**config.mk**
```make
export PLATFORM = sky130hd
export DESIGN_NAME = sdf_sched
export DESIGN_NICKNAME = d
export VERILOG_FILES = /design/src/rtl/sdf_pkg.sv /design/src/rtl/sdf_line_gate.sv /design/src/rtl/sdf_slot_seq.sv /design/src/rtl/sdf_addr_gen.sv /design/src/rtl/sdf_load_mask.sv /design/src/rtl/sdf_sched.sv
export SDC_FILE = /design/constraint.sdc
export NUM_CORES = 1
export LEC_CHECK = 0
export BUFFER_PORTS_ARGS = -buffer_cell sky130_fd_sc_hd__buf_4
export CAP_MARGIN = 25
export CORE_ASPECT_RATIO = 1.1
export CORE_UTILIZATION = 30
export DETAILED_ROUTE_END_ITERATION = 7
export PLACE_DENSITY = 0.52
export SETUP_SLACK_MARGIN = 0.15
export SYNTH_ARGS = -nofsm -noshare
export SYNTH_HDL_FRONTEND = slang
export SYNTH_SLANG_ARGS = --single-unit
```
**constraint.sdc**
```tcl
create_clock -name clk -period 6.8 [get_ports clk]
set_clock_uncertainty 0.15 [all_clocks]
set_input_delay 0.34 -clock clk [delete_from_list [all_inputs] [get_ports clk]]
set_output_delay 0.34 -clock clk [all_outputs]
set_load 0.01 [all_outputs]
```
**src/rtl/sdf_pkg.sv**
```systemverilog
package sdf_pkg;
  localparam int N_PLAYERS = 4;
  localparam int N_SLOTS   = N_PLAYERS + 1;
  localparam int SLOT_W    = $clog2(N_SLOTS);
  localparam int CTL_W     = 6;

  typedef struct packed {
    logic       dlist_on;
    logic       single_res;
    logic       player_on;
    logic       missile_on;
    logic [1:0] width;
  } ctl_t;

  function automatic ctl_t decode_ctl(input logic [CTL_W-1:0] c);
    ctl_t r;
    r.width      = c[1:0];
    r.missile_on = c[2];
    r.player_on  = c[3];
    r.single_res = c[4];
    r.dlist_on   = c[5];
    return r;
  endfunction
endpackage

```
**src/rtl/sdf_line_gate.sv**
```systemverilog
module sdf_line_gate #(
  parameter int LINE_W     = 9,
  parameter int FIRST_LINE = 8,
  parameter int LAST_LINE  = 247
) (
  input  logic              line_start,
  input  logic              busy,
  input  logic [LINE_W-1:0] scan_line,
  input  logic              missile_on,
  input  logic              player_on,
  output logic              accept
);
  localparam logic [LINE_W-1:0] LO = LINE_W'(FIRST_LINE);
  localparam logic [LINE_W-1:0] HI = LINE_W'(LAST_LINE);

  logic in_window;
  assign in_window = (scan_line >= LO) && (scan_line <= HI);
  assign accept    = line_start && !busy && in_window && (missile_on || player_on);
endmodule

```
**src/rtl/sdf_slot_seq.sv**
```systemverilog
module sdf_slot_seq
  import sdf_pkg::*;
(
  input  logic              clk,
  input  logic              rst,
  input  logic              start,
  input  logic              start_full,
  output logic              busy,
  output logic [SLOT_W-1:0] slot
);
  localparam logic [SLOT_W-1:0] LAST_FULL = SLOT_W'(N_SLOTS - 1);

  logic full;
  logic [SLOT_W-1:0] last_slot;
  assign last_slot = full ? LAST_FULL : '0;

  always_ff @(posedge clk) begin
    if (rst) begin
      busy <= 1'b0;
      slot <= '0;
      full <= 1'b0;
    end else if (start) begin
      busy <= 1'b1;
      slot <= '0;
      full <= start_full;
    end else if (busy) begin
      if (slot == last_slot) begin
        busy <= 1'b0;
        slot <= '0;
      end else begin
        slot <= slot + 1'b1;
      end
    end
  end
endmodule

```
**src/rtl/sdf_addr_gen.sv**
```systemverilog
module sdf_addr_gen
  import sdf_pkg::*;
#(
  parameter int ADDR_W = 16,
  parameter int LINE_W = 9
) (
  input  logic [ADDR_W-11:0] base_hi,
  input  logic               single_res,
  input  logic [LINE_W-1:0]  line,
  input  logic [SLOT_W-1:0]  slot,
  output logic [ADDR_W-1:0]  addr
);
  localparam int DBL_STRIDE = 128;
  localparam int SGL_STRIDE = 256;
  localparam int FIRST_AREA = 3;

  logic [ADDR_W-1:0] dbl_off [N_SLOTS];
  logic [ADDR_W-1:0] sgl_off [N_SLOTS];

  for (genvar s = 0; s < N_SLOTS; s++) begin : g_off
    assign dbl_off[s] = ADDR_W'((FIRST_AREA + s) * DBL_STRIDE);
    assign sgl_off[s] = ADDR_W'((FIRST_AREA + s) * SGL_STRIDE);
  end

  logic [ADDR_W-1:0] dbl_region, sgl_region, dbl_line, sgl_line;
  assign dbl_region = {base_hi, 10'b0};
  assign sgl_region = {base_hi[ADDR_W-11:1], 11'b0};
  assign dbl_line   = ADDR_W'(line[LINE_W-1:1]);
  assign sgl_line   = ADDR_W'(line);

  always_comb begin
    addr = '0;
    for (int s = 0; s < N_SLOTS; s++) begin
      if (slot == SLOT_W'(s)) begin
        addr = single_res ? (sgl_region + sgl_off[s] + sgl_line)
                          : (dbl_region + dbl_off[s] + dbl_line);
      end
    end
  end
endmodule

```
**src/rtl/sdf_load_mask.sv**
```systemverilog
module sdf_load_mask
  import sdf_pkg::*;
(
  input  logic                 missile_on,
  input  logic                 player_on,
  input  logic                 even_line,
  input  logic [2*N_PLAYERS-1:0] vdel,
  input  logic [SLOT_W-1:0]    slot,
  output logic [N_PLAYERS-1:0] p_load,
  output logic [N_PLAYERS-1:0] m_load,
  output logic                 discard
);
  logic [N_PLAYERS-1:0] m_keep, p_keep;
  assign m_keep = even_line ? ~vdel[N_PLAYERS-1:0] : '1;
  assign p_keep = even_line ? ~vdel[2*N_PLAYERS-1:N_PLAYERS] : '1;

  always_comb begin
    p_load = '0;
    m_load = '0;
    if (slot == '0) begin
      if (missile_on) m_load = m_keep;
    end else begin
      for (int p = 0; p < N_PLAYERS; p++) begin
        if (slot == SLOT_W'(p + 1)) p_load[p] = player_on && p_keep[p];
      end
    end
  end

  assign discard = (p_load == '0) && (m_load == '0);
endmodule

```
**src/rtl/sdf_sched.sv**
```systemverilog
module sdf_sched
  import sdf_pkg::*;
#(
  parameter int ADDR_W     = 16,
  parameter int LINE_W     = 9,
  parameter int FIRST_LINE = 8,
  parameter int LAST_LINE  = 247
) (
  input  logic                 clk,
  input  logic                 rst,
  input  logic                 line_start,
  input  logic [LINE_W-1:0]    scan_line,
  input  logic [CTL_W-1:0]     dma_ctl,
  input  logic [ADDR_W-11:0]   pm_base_hi,
  input  logic [2*N_PLAYERS-1:0] vdelay,
  output logic                 fetch_req,
  output logic [ADDR_W-1:0]    fetch_addr,
  output logic [SLOT_W-1:0]    fetch_slot,
  output logic [N_PLAYERS-1:0] player_load,
  output logic [N_PLAYERS-1:0] missile_load,
  output logic                 fetch_discard,
  output logic                 playfield_on
);
  localparam int BASE_W = ADDR_W - 10;

  ctl_t ctl_in;
  assign ctl_in = decode_ctl(dma_ctl);

  logic busy, accept;
  logic [SLOT_W-1:0] slot;

  sdf_line_gate #(
    .LINE_W(LINE_W), .FIRST_LINE(FIRST_LINE), .LAST_LINE(LAST_LINE)
  ) u_gate (
    .line_start(line_start),
    .busy(busy),
    .scan_line(scan_line),
    .missile_on(ctl_in.missile_on),
    .player_on(ctl_in.player_on),
    .accept(accept)
  );

  sdf_slot_seq u_seq (
    .clk(clk),
    .rst(rst),
    .start(accept),
    .start_full(ctl_in.player_on),
    .busy(busy),
    .slot(slot)
  );

  logic [LINE_W-1:0]      lat_line;
  logic                   lat_m, lat_p, lat_s;
  logic [2*N_PLAYERS-1:0] lat_vd;
  logic [BASE_W-1:0]      lat_base;

  always_ff @(posedge clk) begin
    if (rst) begin
      lat_line <= '0;
      lat_m    <= 1'b0;
      lat_p    <= 1'b0;
      lat_s    <= 1'b0;
      lat_vd   <= '0;
      lat_base <= '0;
    end else if (accept) begin
      lat_line <= scan_line;
      lat_m    <= ctl_in.missile_on;
      lat_p    <= ctl_in.player_on;
      lat_s    <= ctl_in.single_res;
      lat_vd   <= vdelay;
      lat_base <= pm_base_hi;
    end
  end

  logic [ADDR_W-1:0]    nx_addr;
  logic [N_PLAYERS-1:0] nx_pl, nx_ml;
  logic                 nx_disc;

  sdf_addr_gen #(.ADDR_W(ADDR_W), .LINE_W(LINE_W)) u_addr (
    .base_hi(lat_base),
    .single_res(lat_s),
    .line(lat_line),
    .slot(slot),
    .addr(nx_addr)
  );

  sdf_load_mask u_mask (
    .missile_on(lat_m),
    .player_on(lat_p),
    .even_line(!lat_line[0]),
    .vdel(lat_vd),
    .slot(slot),
    .p_load(nx_pl),
    .m_load(nx_ml),
    .discard(nx_disc)
  );

  always_ff @(posedge clk) begin
    if (rst) begin
      fetch_req     <= 1'b0;
      fetch_addr    <= '0;
      fetch_slot    <= '0;
      player_load   <= '0;
      missile_load  <= '0;
      fetch_discard <= 1'b0;
      playfield_on  <= 1'b0;
    end else begin
      fetch_req     <= busy;
      fetch_addr    <= busy ? nx_addr : '0;
      fetch_slot    <= busy ? slot : '0;
      player_load   <= busy ? nx_pl : '0;
      missile_load  <= busy ? nx_ml : '0;
      fetch_discard <= busy && nx_disc;
      playfield_on  <= ctl_in.dlist_on && (ctl_in.width != 2'b00);
    end
  end
endmodule

```
==> results of run 1 <==
metrics by stage:
| step | util, % | std cells | worst slack (ns) | power, W |
|---|---|---|---|---|
| final | 40.13 | 462 | 4.253 | 0.0007481 |
| after global placement | 37.53 | 446 | 4.173 | 0.0004325 |
| after CTS | 39.90 | 461 | 4.260 | 0.0007572 |
| after floorplan | - | 289 | 4.651 | 0.0004080 |
| after detailed placement | 37.53 | 446 | 4.096 | 0.0004329 |
| after global routing | 40.13 | 462 | 4.013 | 0.0007822 |
final timing paths:
path	start	end	slack, ns	cells past startpoint
worst max register to register	u_seq.slot[2]$_SDFFE_PP0P_	fetch_addr[14]$_SDFF_PP0_	4.25	6
worst min-delay path	rst	lat_line[8]$_SDFFE_PP0P_	0.05	2
worst min register to register	lat_vd[7]$_SDFFE_PP0P_	lat_vd[7]$_SDFFE_PP0P_	0.31	2
worst max-delay path	u_seq.slot[2]$_SDFFE_PP0P_	fetch_addr[14]$_SDFF_PP0_	4.25	6
state kept, by name (all words and copies together), names as in the netlist:
name           flops
u_seq.busy         1
lat_vd             8
lat_s              1
fetch_slot         3
u_seq.slot         3
u_seq.full         1
lat_base           6
lat_m              1
fetch_addr        16
player_load        4
lat_line           9
playfield_on       1
fetch_discard      1
fetch_req          1
missile_load       4
synthesized netlist by cell type (2+ instances only):
library cell	number	area share [%]
and3_1	2	0.47
dfxtp_1	60	45
nor3_2	3	1.1
nand3_1	6	1.1
a211oi_1	3	0.85
o221a_1	3	1.3
xnor2_1	2	0.66
nor2_1	27	3.8
inv_1	11	1.6
a21oi_1	10	1.9
nand2_1	53	7.5
nand4_1	3	0.71
nor2b_1	5	1.2
buf_6	2	0.85
clkbuf_1	12	1.7
o221ai_1	3	1.0
o21ai_0	5	0.95
nand2b_1	3	0.71
inv_2	2	0.28
ha_1	10	4.7
nor3_1	3	0.57
mux2i_1	34	13
power by group:
group	internal, W	switching [W]
Combinational	0.0000296	0.0000263
Clock	0.000186	0.000136
Sequential	0.000360	0.00000935
Total	0.000576	0.000172
kinds of logic after synthesis:
kind of cell             share of synthesized area, %
AND/OR/NAND/NOR                                 19.01
flip-flops                                      45.50
AO/OA/AOI/OAI                                   12.18
multiplexers                                    13.32
buffers and inverters                           4.597
adder cells (fa/ha/maj)                         4.739
XOR/XNOR                                       0.6636
cell type report:
class	count	area, um^2	area share (%)
clock buffers	11	151.4	4.463
clock inverters	4	48.80	1.439
inverters	13	48.80	1.439
multi-input cells	201	1325	39.06
flip-flops and latches	60	1201	35.41
well taps	111	138.9	4.094
repair buffers	62	478.0	14.09
routing by layer:
layer	GRT usage [%]	part of all wire [%]
met1	17.93	47
met2	22.79	47
met3	3.258	4.2
met4	9.280	2.5
met5	0	0
worst max-delay path, delay by kind of cell, from the launching register on:
| family | cells | cell delay [ns] |
|---|---|---|
| flops | 1 | 0.59 |
| simple gates | 1 | 0.26 |
| buf+inv | 1 | 0.17 |
| compound gates | 3 | 0.94 |
| fa+ha+maj | 1 | 0.31 |
==> metrics, run 1 <==
status=finished clean; fin. max-slew vios=0; #FFs+latches synth=60; Critical Path Sink Type=flop; first-pass GRT wire length=10290 um; Clock Path Buffers=2; Initial Utilization=31.24%; Final Cycle Share=37.46%; H-tree levels=3; max_slew headroom=36.44%; Final setup viols=0; final hold slack=0.05137 ns; Syn Nets=331; routability congestion estimate=0.7839; final wirelength=6144 um; layout cell share with drive strength beyond 1=24.50%; hold_buf cts=0; biggest cell delay along the critical path=0.62 ns; Post-synth top flop=dfxtp_1; worst-skew pair later-pin latency=0.34 ns; Pre-antenna DRT Iters=4; sequential area share after synthesis=45.50%; PortBufs=61; Clk pin slew, worst setup/hold paths=0.07 ns; post-synthesis cell type count=49; critical path fanouts, max=14; Final Hold Violating Endpoints=0; Hold Crit Class=in -> reg; Design Area, Final=0.003392 mm^2; pin count of the biggest net entering global routing=53; Starting DRT DRC Count=114; Synth warnings=0; WL/cell=13.30 um; CTS Buf Count=9; core area=0.008452 mm^2; row cnt=35; post-synthesis async set-or-reset flop share=0%; number of synthesized flops with an enable pin=0; Slowest-stage cell, CP=o21ai_1; peak supply drop=0.08309 mV; Critical Path Source Type=flop; synthesized instance count=289; Avg Inst Size Synth=9.135 um^2; CP Data Arrival Time=2.63 ns; Cell Pwr Density=220.6 mW/mm^2; setup repair bufs after CTS=0; Final ANT Viol Nets=0; num ports=62; Die H=100.4 um; initial antenna violation count=0; RSZ-0062 raised after global routing=false; Layout area overhead=28.48%; grt total ovfl=0; HPWL Detailed=4428 um; commonest non-fill, non-tap cells in the layout=61 x buf_4, 60 x dfxtp_1, 53 x nand2_1; DP Area=0.003172 mm^2; most common cell after layout, fill and taps aside=buf_4; fmax=392.6 MHz; Worst Path Class, Setup=reg -> reg; post-route setup TNS=0 ns; max-cap violation count=0; GR Util All Layers=14.50%; CTS tree=yes; Resize count post-CTS=0; crit-path cells=inv_1 -> ha_1 -> or2_1 -> o21ai_1 -> a21oi_1 -> a32o_1; CTS root buf=clkbuf_8; # clock sinks=60; vias=2195; ant diodes=0; number of global-route vias before repair=2171; Die ar.=0.009180 mm^2; CP required=6.88 ns; Layout fillers=864; Post-Syn Area=0.002640 mm^2; Tmin final=2.547 ns; Die Span X=91.45 um; leakage=1.380 nW; Vias per Instance=4.751; Slew @ Worst Pin=0.9521 ns; DRC=0; nets@finish=389
Note: power is estimated with default switching activity, not from simulation.
==> run 2, diff against run 1 <==
Settings changed: PLACE_DENSITY 0.52 to 0.53.
Clock period 6.8 ns to 2.26 ns, I/O delays scaled along.
==> metrics, run 2 (same netlist as run 1, synthesis figures left out) <==
grt total ovfl=0 (unchanged); max_slew headroom=68.01% (+32 points); initial antenna violation count=0 (unchanged); Final setup viols=0 (unchanged); post-route setup TNS=0 ns (unchanged); Top delay family on crit path=buffers and inverters; Slew @ Worst Pin=0.4798 ns (-0.4722 ns); Vias per Instance=4.611 (-2.9%); num ports=62 (unchanged); vias=2301 (+4.8%); number of global-route vias before repair=2218 (+2.2%); CP required=2.33 ns (-4.55 ns); ant diodes=0 (unchanged); Starting DRT DRC Count=154 (+35%); fmax=487.7 MHz; Final Cycle Share=90.74%; routability congestion estimate=0.7272 (-7.2%); peak supply drop=0.2523 mV (+200%); row cnt=35 (unchanged); CP bufs+invs=3 (+2); HPWL Detailed=4412 um (-0.36%); nets@finish=425 (+9.3%); GR Util All Layers=14.91% (+0.41 points); CTS Buf Count=9 (unchanged); Layout area overhead=41.04%; core area=0.008452 mm^2 (unchanged); CTS root buf=clkbuf_8; layout cell share with drive strength beyond 1=24.74% (+0.24 points); max-cap violation count=0 (unchanged); commonest non-fill, non-tap cells in the layout=70 x buf_4, 60 x dfxtp_1, 53 x nand2_1; setup repair bufs after CTS=0 (unchanged); Critical Path Source Type=input port; most common cell after layout, fill and taps aside=buf_4; Tmin final=2.051 ns; Slowest-stage cell, CP=or4_1; hold path start=scan_line[8]; Pre-antenna DRT Iters=5 (+1); Clock Path Buffers=2 (unchanged); PortBufs=61 (unchanged); CP Data Arrival Time=2.12 ns (-0.51 ns); most used cell, CP=buf_4; leakage=1.511 nW (+9.5%); Worst Setup SP=scan_line[4]; crit-path cells=dlygate4sd3_1 -> buf_4 -> or4_1 -> mux2i_2 -> nor2_4 -> buf_4 -> o21a_1; Final Hold Violating Endpoints=0 (unchanged); status=finished clean; post-route core utilization=44.06% (+3.9 points); RSZ-0062 raised after global routing=false; Cell Pwr Density=612.4 mW/mm^2 (+180%); Critical Path Sink Type=flop; pin count of the biggest net entering global routing=52 (-1.9%); fin. max-slew vios=0 (unchanged); Initial Utilization=31.24% (unchanged); Non-Filler Instances=499 (+8.0%); WL/cell=12.74 um (-4.2%); Clk pin slew, worst setup/hold paths=0.07 ns (about the same); critical path fanouts, max=18 (+4); Die ar.=0.009180 mm^2 (unchanged); worst-skew pair later-pin latency=0.33 ns (about the same); biggest cell delay along the critical path=0.55 ns (-0.07 ns); H-tree levels=3 (unchanged); max reg flops=16 (unchanged); Die H=100.4 um (unchanged); final wirelength=6356 um (+3.5%); Hold Crit Class=in -> reg; Pwr Total=0.002280 W (+200%); biggest regs=fetch_addr: 16 flops, lat_line: 9 flops, lat_vd: 8 flops; Final ANT Viol Nets=0 (unchanged); Worst R2R Start=u_seq.slot[0]$_SDFFE_PP0P_; Biggest register=fetch_addr; Cells after DPL=455 (+2.0%); first-pass GRT wire length=10650 um (+3.6%); # clock sinks=60 (unchanged); DRC=0 (unchanged); Die Span X=91.45 um (unchanged); Worst Path Class, Setup=in -> reg; CTS tree=yes
## run 2: cell count changes in the layout (fill, tap and decap cells not counted), sizes merged
cell         delta
clkinvlp        +5
clkinv          -3
clkbuf          -2
buf             +8
inv             +1
dlygate4sd3    +28
## run 2: worst min-delay path: stages
cell and delay [ns]:
buf_4 0.07, nor2_1 0.04, o211ai_2 0.11, o221a_1 0.19
## run 2: final timing paths
kind	slack [ns]	endpoint	depth (start not counted)
min	0.08	u_seq.slot[2]$_SDFFE_PP0P_	4
max reg2reg	0.29	fetch_addr[12]$_SDFF_PP0_	6
max	0.21	u_seq.busy$_SDFF_PP0_	7
min reg2reg	0.30	lat_vd[3]$_SDFFE_PP0P_	2
## run 2: layer usage
layer	vias to the layer above	share of wire (%)	GRT usage [%]
met5	-	0	0
met4	0	1.3	7.692
met3	5	3.6	2.955
met2	57	48	23.60
met1	1054	47	19.27
li1	1185	-	-
## run 2: area by class of cell
cell class | instances | area (um^2)
Fill cell | 866 | 4728
Multi-Input combinational cell | 201 | 1329
Sequential cell | 60 | 1201
Timing Repair Buffer | 98 | 805.8
Tap cell | 111 | 138.9
Clock buffer | 9 | 123.9
Clock inverter | 7 | 76.32
Inverter | 13 | 48.80
## run 2: timing repair
action                                  in CTS  in global routing
hold buffers                                28                  0
gates resized for setup                      0                  1
hold endpoints to repair                    29                  0
endpoints found under the setup margin       0                  2
## run 2: through the flow
| stage | setup WS, ns | cell area [um^2] | hold slack [ns] |
|---|---|---|---|
| after global routing | 0.1546 | 3724 | 0.09080 |
| after floorplan | 0.2627 | 2641 | 0.03272 |
| after CTS | 0.2019 | 3720 | 0.06939 |
| after detailed placement | 0.3087 | 3239 | 0.1939 |
| final | 0.2094 | 3724 | 0.07908 |
| after global placement | 0.3481 | 3239 | 0.1848 |
## run 2: power by group
group	internal [W]	switching [W]	leakage [nW]	total [W]
clock network	0.000512	0.000446	0.0841	0.000957
registers	0.00108	0.0000240	0.486	0.00111
logic	0.000123	0.0000919	0.941	0.000215
